$ cat config.mk
export PLATFORM = sky130hd
export DESIGN_NAME = clksrc_sel
export DESIGN_NICKNAME = d
export VERILOG_FILES = /design/src/rtl/clksrc_pkg.sv /design/src/rtl/clksrc_next.sv /design/src/rtl/clksrc_status.sv /design/src/rtl/clksrc_sel.sv
export SDC_FILE = /design/constraint.sdc
export NUM_CORES = 1
export LEC_CHECK = 0
export BUFFER_PORTS_ARGS = -buffer_cell sky130_fd_sc_hd__buf_2
export CAP_MARGIN = 30
export CORE_AREA = 3 3 40 42
export CTS_CLUSTER_SIZE = 28
export DETAILED_ROUTE_END_ITERATION = 10
export DIE_AREA = 0 0 43 45
export GPL_TIMING_DRIVEN = 0
export PLACE_DENSITY = 0.51
export SLEW_MARGIN = 20
export SYNTH_ARGS = -nofsm -noshare
export SYNTH_HDL_FRONTEND = slang
export SYNTH_SLANG_ARGS = --single-unit
export TNS_END_PERCENT = 5
$ cat constraint.sdc
create_clock -name clk -period 1.9 [get_ports clk]
set_clock_uncertainty 0.1 [all_clocks]
set_input_delay 0.095 -clock clk [delete_from_list [all_inputs] [get_ports clk]]
set_output_delay 0.095 -clock clk [all_outputs]
set_load 0.01 [all_outputs]
$ cat src/rtl/clksrc_pkg.sv
package clksrc_pkg;

  typedef enum logic [1:0] {
    CS_MAIN = 2'd0,
    CS_PLL  = 2'd1,
    CS_SUB  = 2'd2,
    CS_WAIT = 2'd3
  } cs_state_e;

  typedef struct packed {
    logic hi;     // 1: main or PLL
    logic nopll;  // 0: PLL
  } cs_stat_t;

  localparam cs_stat_t STAT_MAIN = '{hi: 1'b1, nopll: 1'b1};
  localparam cs_stat_t STAT_PLL  = '{hi: 1'b1, nopll: 1'b0};
  localparam cs_stat_t STAT_SUB  = '{hi: 1'b0, nopll: 1'b1};

  // The wait state keeps reporting the subclock until the switch completes.
  function automatic cs_stat_t stat_of(cs_state_e s);
    case (s)
      CS_MAIN: return STAT_MAIN;
      CS_PLL:  return STAT_PLL;
      default: return STAT_SUB;
    endcase
  endfunction

endpackage

$ cat src/rtl/clksrc_next.sv
module clksrc_next
  import clksrc_pkg::*;
(
  input  cs_state_e cur_i,
  input  logic      soft_rst_i,
  input  logic      want_fast_i,
  input  logic      want_direct_i,
  input  logic      sub_edge_i,
  input  logic      stab_done_i,
  input  logic      sync_pt_i,
  output cs_state_e nxt_o
);

  always_comb begin
    nxt_o = cur_i;
    unique case (cur_i)
      CS_MAIN: begin
        if (soft_rst_i)           nxt_o = CS_MAIN;
        else if (!want_fast_i) begin
          // subclock request outranks a pending PLL request
          if (sub_edge_i)         nxt_o = CS_SUB;
        end else if (!want_direct_i && sync_pt_i)
                                  nxt_o = CS_PLL;
      end
      CS_PLL: begin
        if (soft_rst_i)           nxt_o = CS_MAIN;
        else if (sync_pt_i) begin
          if (!want_fast_i)       nxt_o = CS_SUB;
          else if (want_direct_i) nxt_o = CS_MAIN;
        end
      end
      CS_SUB: begin
        if (soft_rst_i || want_fast_i) nxt_o = CS_WAIT;
      end
      CS_WAIT: begin
        if (!soft_rst_i && stab_done_i) begin
          if (!want_fast_i)       nxt_o = CS_SUB;
          else if (want_direct_i) nxt_o = CS_MAIN;
          else                    nxt_o = CS_PLL;
        end
      end
      default:                    nxt_o = CS_MAIN;
    endcase
  end

endmodule

$ cat src/rtl/clksrc_status.sv
module clksrc_status
  import clksrc_pkg::*;
(
  input  logic      clk,
  input  logic      rst_n,
  input  cs_state_e cur_i,
  input  cs_state_e nxt_i,
  output cs_stat_t  stat_o,
  output logic      chg_o,
  output logic      start_o
);

  cs_stat_t stat_nxt;
  assign stat_nxt = stat_of(nxt_i);

  always_ff @(posedge clk or negedge rst_n) begin
    if (!rst_n) begin
      stat_o  <= STAT_MAIN;
      chg_o   <= 1'b0;
      start_o <= 1'b0;
    end else begin
      stat_o  <= stat_nxt;
      chg_o   <= (stat_nxt != stat_o);
      start_o <= (nxt_i == CS_WAIT) && (cur_i != CS_WAIT);
    end
  end

endmodule

$ cat src/rtl/clksrc_sel.sv
module clksrc_sel
  import clksrc_pkg::*;
(
  input  logic clk,
  input  logic rst_n,
  input  logic soft_rst_i,
  input  logic want_fast_i,
  input  logic want_direct_i,
  input  logic sub_edge_i,
  input  logic stab_done_i,
  input  logic sync_pt_i,
  output logic stat_hi_o,
  output logic stat_nopll_o,
  output logic stab_start_o,
  output logic stat_chg_o
);

  cs_state_e state_q, state_d;
  cs_stat_t  stat;

  clksrc_next u_next (
    .cur_i        (state_q),
    .soft_rst_i   (soft_rst_i),
    .want_fast_i  (want_fast_i),
    .want_direct_i(want_direct_i),
    .sub_edge_i   (sub_edge_i),
    .stab_done_i  (stab_done_i),
    .sync_pt_i    (sync_pt_i),
    .nxt_o        (state_d)
  );

  always_ff @(posedge clk or negedge rst_n) begin
    if (!rst_n) state_q <= CS_MAIN;
    else        state_q <= state_d;
  end

  clksrc_status u_status (
    .clk    (clk),
    .rst_n  (rst_n),
    .cur_i  (state_q),
    .nxt_i  (state_d),
    .stat_o (stat),
    .chg_o  (stat_chg_o),
    .start_o(stab_start_o)
  );

  assign stat_hi_o    = stat.hi;
  assign stat_nopll_o = stat.nopll;

endmodule

After elaboration in Yosys (flattened, before gate mapping)
Cells that the tools add are included.
{"block": "op_classes", "mux": 14, "n_eq_ne": 7, "n_reduce_logical": 8}
{"cell": "2-to-1 mux 2 bit", "n": 11}
{"cell": "one-hot mux 2 bit (4 select lines)", "n": 1}
{"cell": "equality test 2 bit (second input constant)", "n": 3}
{"cell": "equality test 2 x 1 -> 1 bit (second input constant)", "n": 2}
{"cell": "logical NOT 2 bit", "n": 2}
{"cell": "one-hot mux 2 bit (2 select lines)", "n": 1}
{"cell": "logical AND 1 bit", "n": 3}
{"cell": "logical NOT 1 bit", "n": 2}
{"cell": "inequality test 2 bit", "n": 1}
{"cell": "inequality test 2 bit (second input constant)", "n": 1}
{"cell": "logical OR 1 bit", "n": 1}
{"cell": "2-to-1 mux 1 bit", "n": 1}
{"block": "word_totals", "register_bits": 6, "in_bits": 8, "wordCells": 34}

Longest topological paths before layout
{"block": "depth", "depth_word": 9, "ltp_mapped": 4, "ltp_nobuf": 4}

Modules after synthesis
Synthesis repeated with hierarchy kept, for this count alone.
{"block": "hier_totals", "hier_cells": 28, "area_unflattened_um2": 274.0}
{"mod": "clksrc_status", "cells_per_inst": 11, "area_each_um2": 142.6, "seq_area_each_um2": 102.6, "instances": 1}
{"mod": "clksrc_next", "cells_per_inst": 15, "area_each_um2": 81.3, "seq_area_each_um2": 0.0, "instances": 1}
{"mod": "clksrc_sel", "cells_per_inst": 2, "area_each_um2": 50.0, "seq_area_each_um2": 50.0, "instances": 1}

Worst setup path before layout
OpenSTA, ideal clock, no wires.
{"block": "synth_timing", "path_kind": "register -> register", "startpoint": "register state_q[0]", "endpoint": "register u_status.chg_o", "path_slack_ns": 0.594, "stages_incl_launch_ff": 5, "setup_time_ns": 0.127, "t_arrival_ns": 1.079, "required_ns": 1.673, "n_path_buf": 0, "synth_period_minus_slack_ns": 1.306, "path_cell_list": "dfrtp_1 > nor2b_1 > o31ai_2 > and4b_1 > nor3_2"}
{"block": "synth_via", "elab_chain_len": 8, "word_cells_on_any_way": 19}
{"item": "from (decl)", "line": "clksrc_sel.sv:18", "source": "cs_state_e state_q, state_d;"}
{"item": "from (signal assigned)", "line": "clksrc_sel.sv:34", "source": "else state_q <= state_d;"}
{"item": "2-to-1 mux 2 bit", "line": "clksrc_next.sv:29", "source": "else if (want_direct_i) nxt_o = CS_MAIN;"}
{"item": "2-to-1 mux 2 bit", "line": "clksrc_next.sv:28", "source": "if (!want_fast_i) nxt_o = CS_SUB;"}
{"item": "2-to-1 mux 2 bit", "line": "clksrc_next.sv:27", "source": "else if (sync_pt_i) begin"}
{"item": "2-to-1 mux 2 bit", "line": "clksrc_next.sv:26", "source": "if (soft_rst_i) nxt_o = CS_MAIN;"}
{"item": "one-hot mux 2 bit (4 select lines) (*)", "line": "clksrc_next.sv:16", "source": "unique case (cur_i)"}
{"item": "equality test 2 x 1 -> 1 bit or logical NOT 2 bit (tied branches)", "line": "clksrc_pkg.sv:21", "source": "case (s)"}
{"item": "one-hot mux 2 bit (2 select lines) (*)", "line": "clksrc_pkg.sv:21"}
{"item": "inequality test 2 bit (*)", "line": "clksrc_status.sv:23", "source": "chg_o <= (stat_nxt != stat_o);"}
{"item": "to (signal assigned)", "line": "clksrc_status.sv:23"}
{"item": "to (decl)", "line": "clksrc_status.sv:9", "source": "output logic chg_o,"}
Mark *: on every way between the ends. The rest lies on a longest branch, timed or not.

Worst setup path after layout
Ends and elaborated chain as after synthesis.

==> flow_summary.ini <==
[timing]
max_slew_margin = 0.799
hold_violations = 0
setup_viol = 0
rsz0062_at_grt = no
min_period_over_period = 0.769
worstMarginPinSlew_ns = 0.301
setup_tns_ns = 0
fin_crit_ns = 1.46
finalMaxSlewViolations = 0
max_freq_mhz = 684
worst_slack_ns = 0.439

[final_layout]
antennaDiodeCount = 0
fin_area_um2 = 460
final_common_cell = buf_2
fill_cells = 133
drive_gt1_frac = 0.417
area_growth_pct = 31.4
instances_no_fill = 63
layout_common_cells = buf_2 (11), dfrtp_1 (4), clkbuf_4 (3)
nNetsFinal = 57

[routing]
ant_nets = 0
vias_per_cell = 4.98
drcViolationCount = 0
wl_per_cell_um = 12.9
first_iter_violations = 1
wl_um = 815
num_vias = 314
drtPass1Iterations = 2

[placement]
hpwl_um = 670
io_buffers = 11
gp_congestion = 0.665
preCtsSetupSlack_ns = 0.468
place_area_um2 = 424
dp_cells = 58

[die]
design.die.area_um2 = 1940
start_util = 0.273
pin_count = 12
die_w_um = 43
core_um2 = 1280
die_h_um = 45
num_rows = 13

[clock_tree]
post_cts_buffers = 0
cts_tree = yes
worstSkewPairLatency_ns = 0.24
cts_made_buffers = 3
clk_pin_slew_ns = 0.05
htreeDepth = 1
ctsResizeCount = 0
cts_root_buf = clkbuf_4
cts_hold_buf = 1
clockBufferDepth = 2
clkSinkCount = 6

[synth]
synth_edf_count = 0
synth_cell_types = 22
avgSynthCellArea_um2 = 10.9
netlist.area_leader.share = 0.286
synth_area_leaders = dfrtp_1 (29%), dfstp_2 (15%), a311oi_2 (4.3%), nand3b_1 (4.3%), nor3b_1 (4.3%)
ys_warn_count = 0
async_flop_share = 1.00
ys_ff_latch = 6
seq_area_frac_synth = 0.436
ys.flop_type = dfrtp_1
synth.cell_area_um2 = 350
synth_nets = 40
syn_inst = 32
yosys.area.top_type = dfrtp_1

[run]
maxCapViolCount = 0

[outcome]
outcome = completed

[setup_path]
end_kind = flop
start_kind = flop
crit_type = reg -> reg
cp_max_fo = 7
arrival_ns = 1.47
required_ns = 1.91

[global_routing]
grt_pass1_vias = 339
grt_max_degree = 8
grt_overflow = 0
grtUsageTotal = 0.101
antenna_found_initial = 0
grt_pass1_wl_um = 1360

[worst_hold_path]
hold_class = in -> reg

[power_and_ir_drop]
ir_drop_uv = 500
power_density_nw_per_um2 = 1390
leakage_nw = 0.203
[synthesized netlist by cell type (all sizes together) (2+ instances only)]
master	count
nand3b	2
nand4	2
nand2b	2
dfstp	2
inv	2
dfrtp	4
nand2	2
nor3b	2
[flip-flops by register name (all words and copies together) (netlist names)]
| signal | flops |
|---|---|
| state_q | 2 |
| u_status.chg_o | 1 |
| u_status.start_o | 1 |
| u_status.stat_o | 2 |
[final cells by class]
| class | instances | area [um^2] | share of cell area |
|---|---|---|---|
| well taps | 15 | 18.8 | 0.0408 |
| repair buffers | 12 | 65.1 | 0.141 |
| clock buffers | 4 | 26.3 | 0.0571 |
| multi-input cells | 24 | 190 | 0.413 |
| flip-flops and latches | 6 | 153 | 0.332 |
| inverters | 2 | 7.51 | 0.0163 |
[report_power, final]
group / switching, mW / internal, mW
clock network: 0.0434 / 0.0794
registers: 0.0576 / 0.200
logic: 0.133 / 0.128
[final timing paths]
| kind | slack, ns | cells past startpoint | startpoint | endpoint |
|---|---|---|---|---|
| setup reg to reg | 0.44 | 4 | state_q[0]$_DFF_PN0_ | u_status.chg_o$_DFF_PN0_ |
| max in group asynchronous | 1.39 | 2 | rst_n | u_status.stat_o[1]$_DFF_PN1_ |
| setup / recovery | 0.44 | 4 | state_q[0]$_DFF_PN0_ | u_status.chg_o$_DFF_PN0_ |
| hold reg to reg | 0.49 | 1 | state_q[0]$_DFF_PN0_ | u_status.start_o$_DFF_PN0_ |
| min in group asynchronous | 0.09 | 2 | rst_n | state_q[1]$_DFF_PN0_ |
| hold / removal | 0.08 | 3 | soft_rst_i | u_status.start_o$_DFF_PN0_ |
[stage by stage]
step	total power, mW	utilization	hold WS (ns)
after CTS	0.651	0.358	0.0650
after detailed placement	0.519	0.330	-0.181
after global routing	0.687	0.358	0.0901
after global placement	0.509	0.330	-0.184
final	0.642	0.358	0.0767
after floorplan	0.427	-	-0.301
[worst max-delay path: stages, from the launching register on]
cell and delay (ns):
dfrtp_1 0.45, nor2b_1 0.17, o31ai_2 0.30, and4b_1 0.26
nor3_2 0.04
[kinds of logic (layout without fill, tap and decap cells)]
group	after synthesis	after routing	share of synthesized area
AO/OA/AOI/OAI	7	7	0.207
flip-flops	6	6	0.436
buffers and inverters	2	18	0.0214
AND/OR/NAND/NOR	17	17	0.336
[per-layer routing]
layer  up-vias  track usage  share of wire
met5         -            0              0
met2         4        0.213           0.62
met1       156       0.0764           0.35
li1        154            -              -
met3         0       0.0120          0.026
met4         0       0.0904              0
Note: power is estimated with default switching activity, not from simulation.
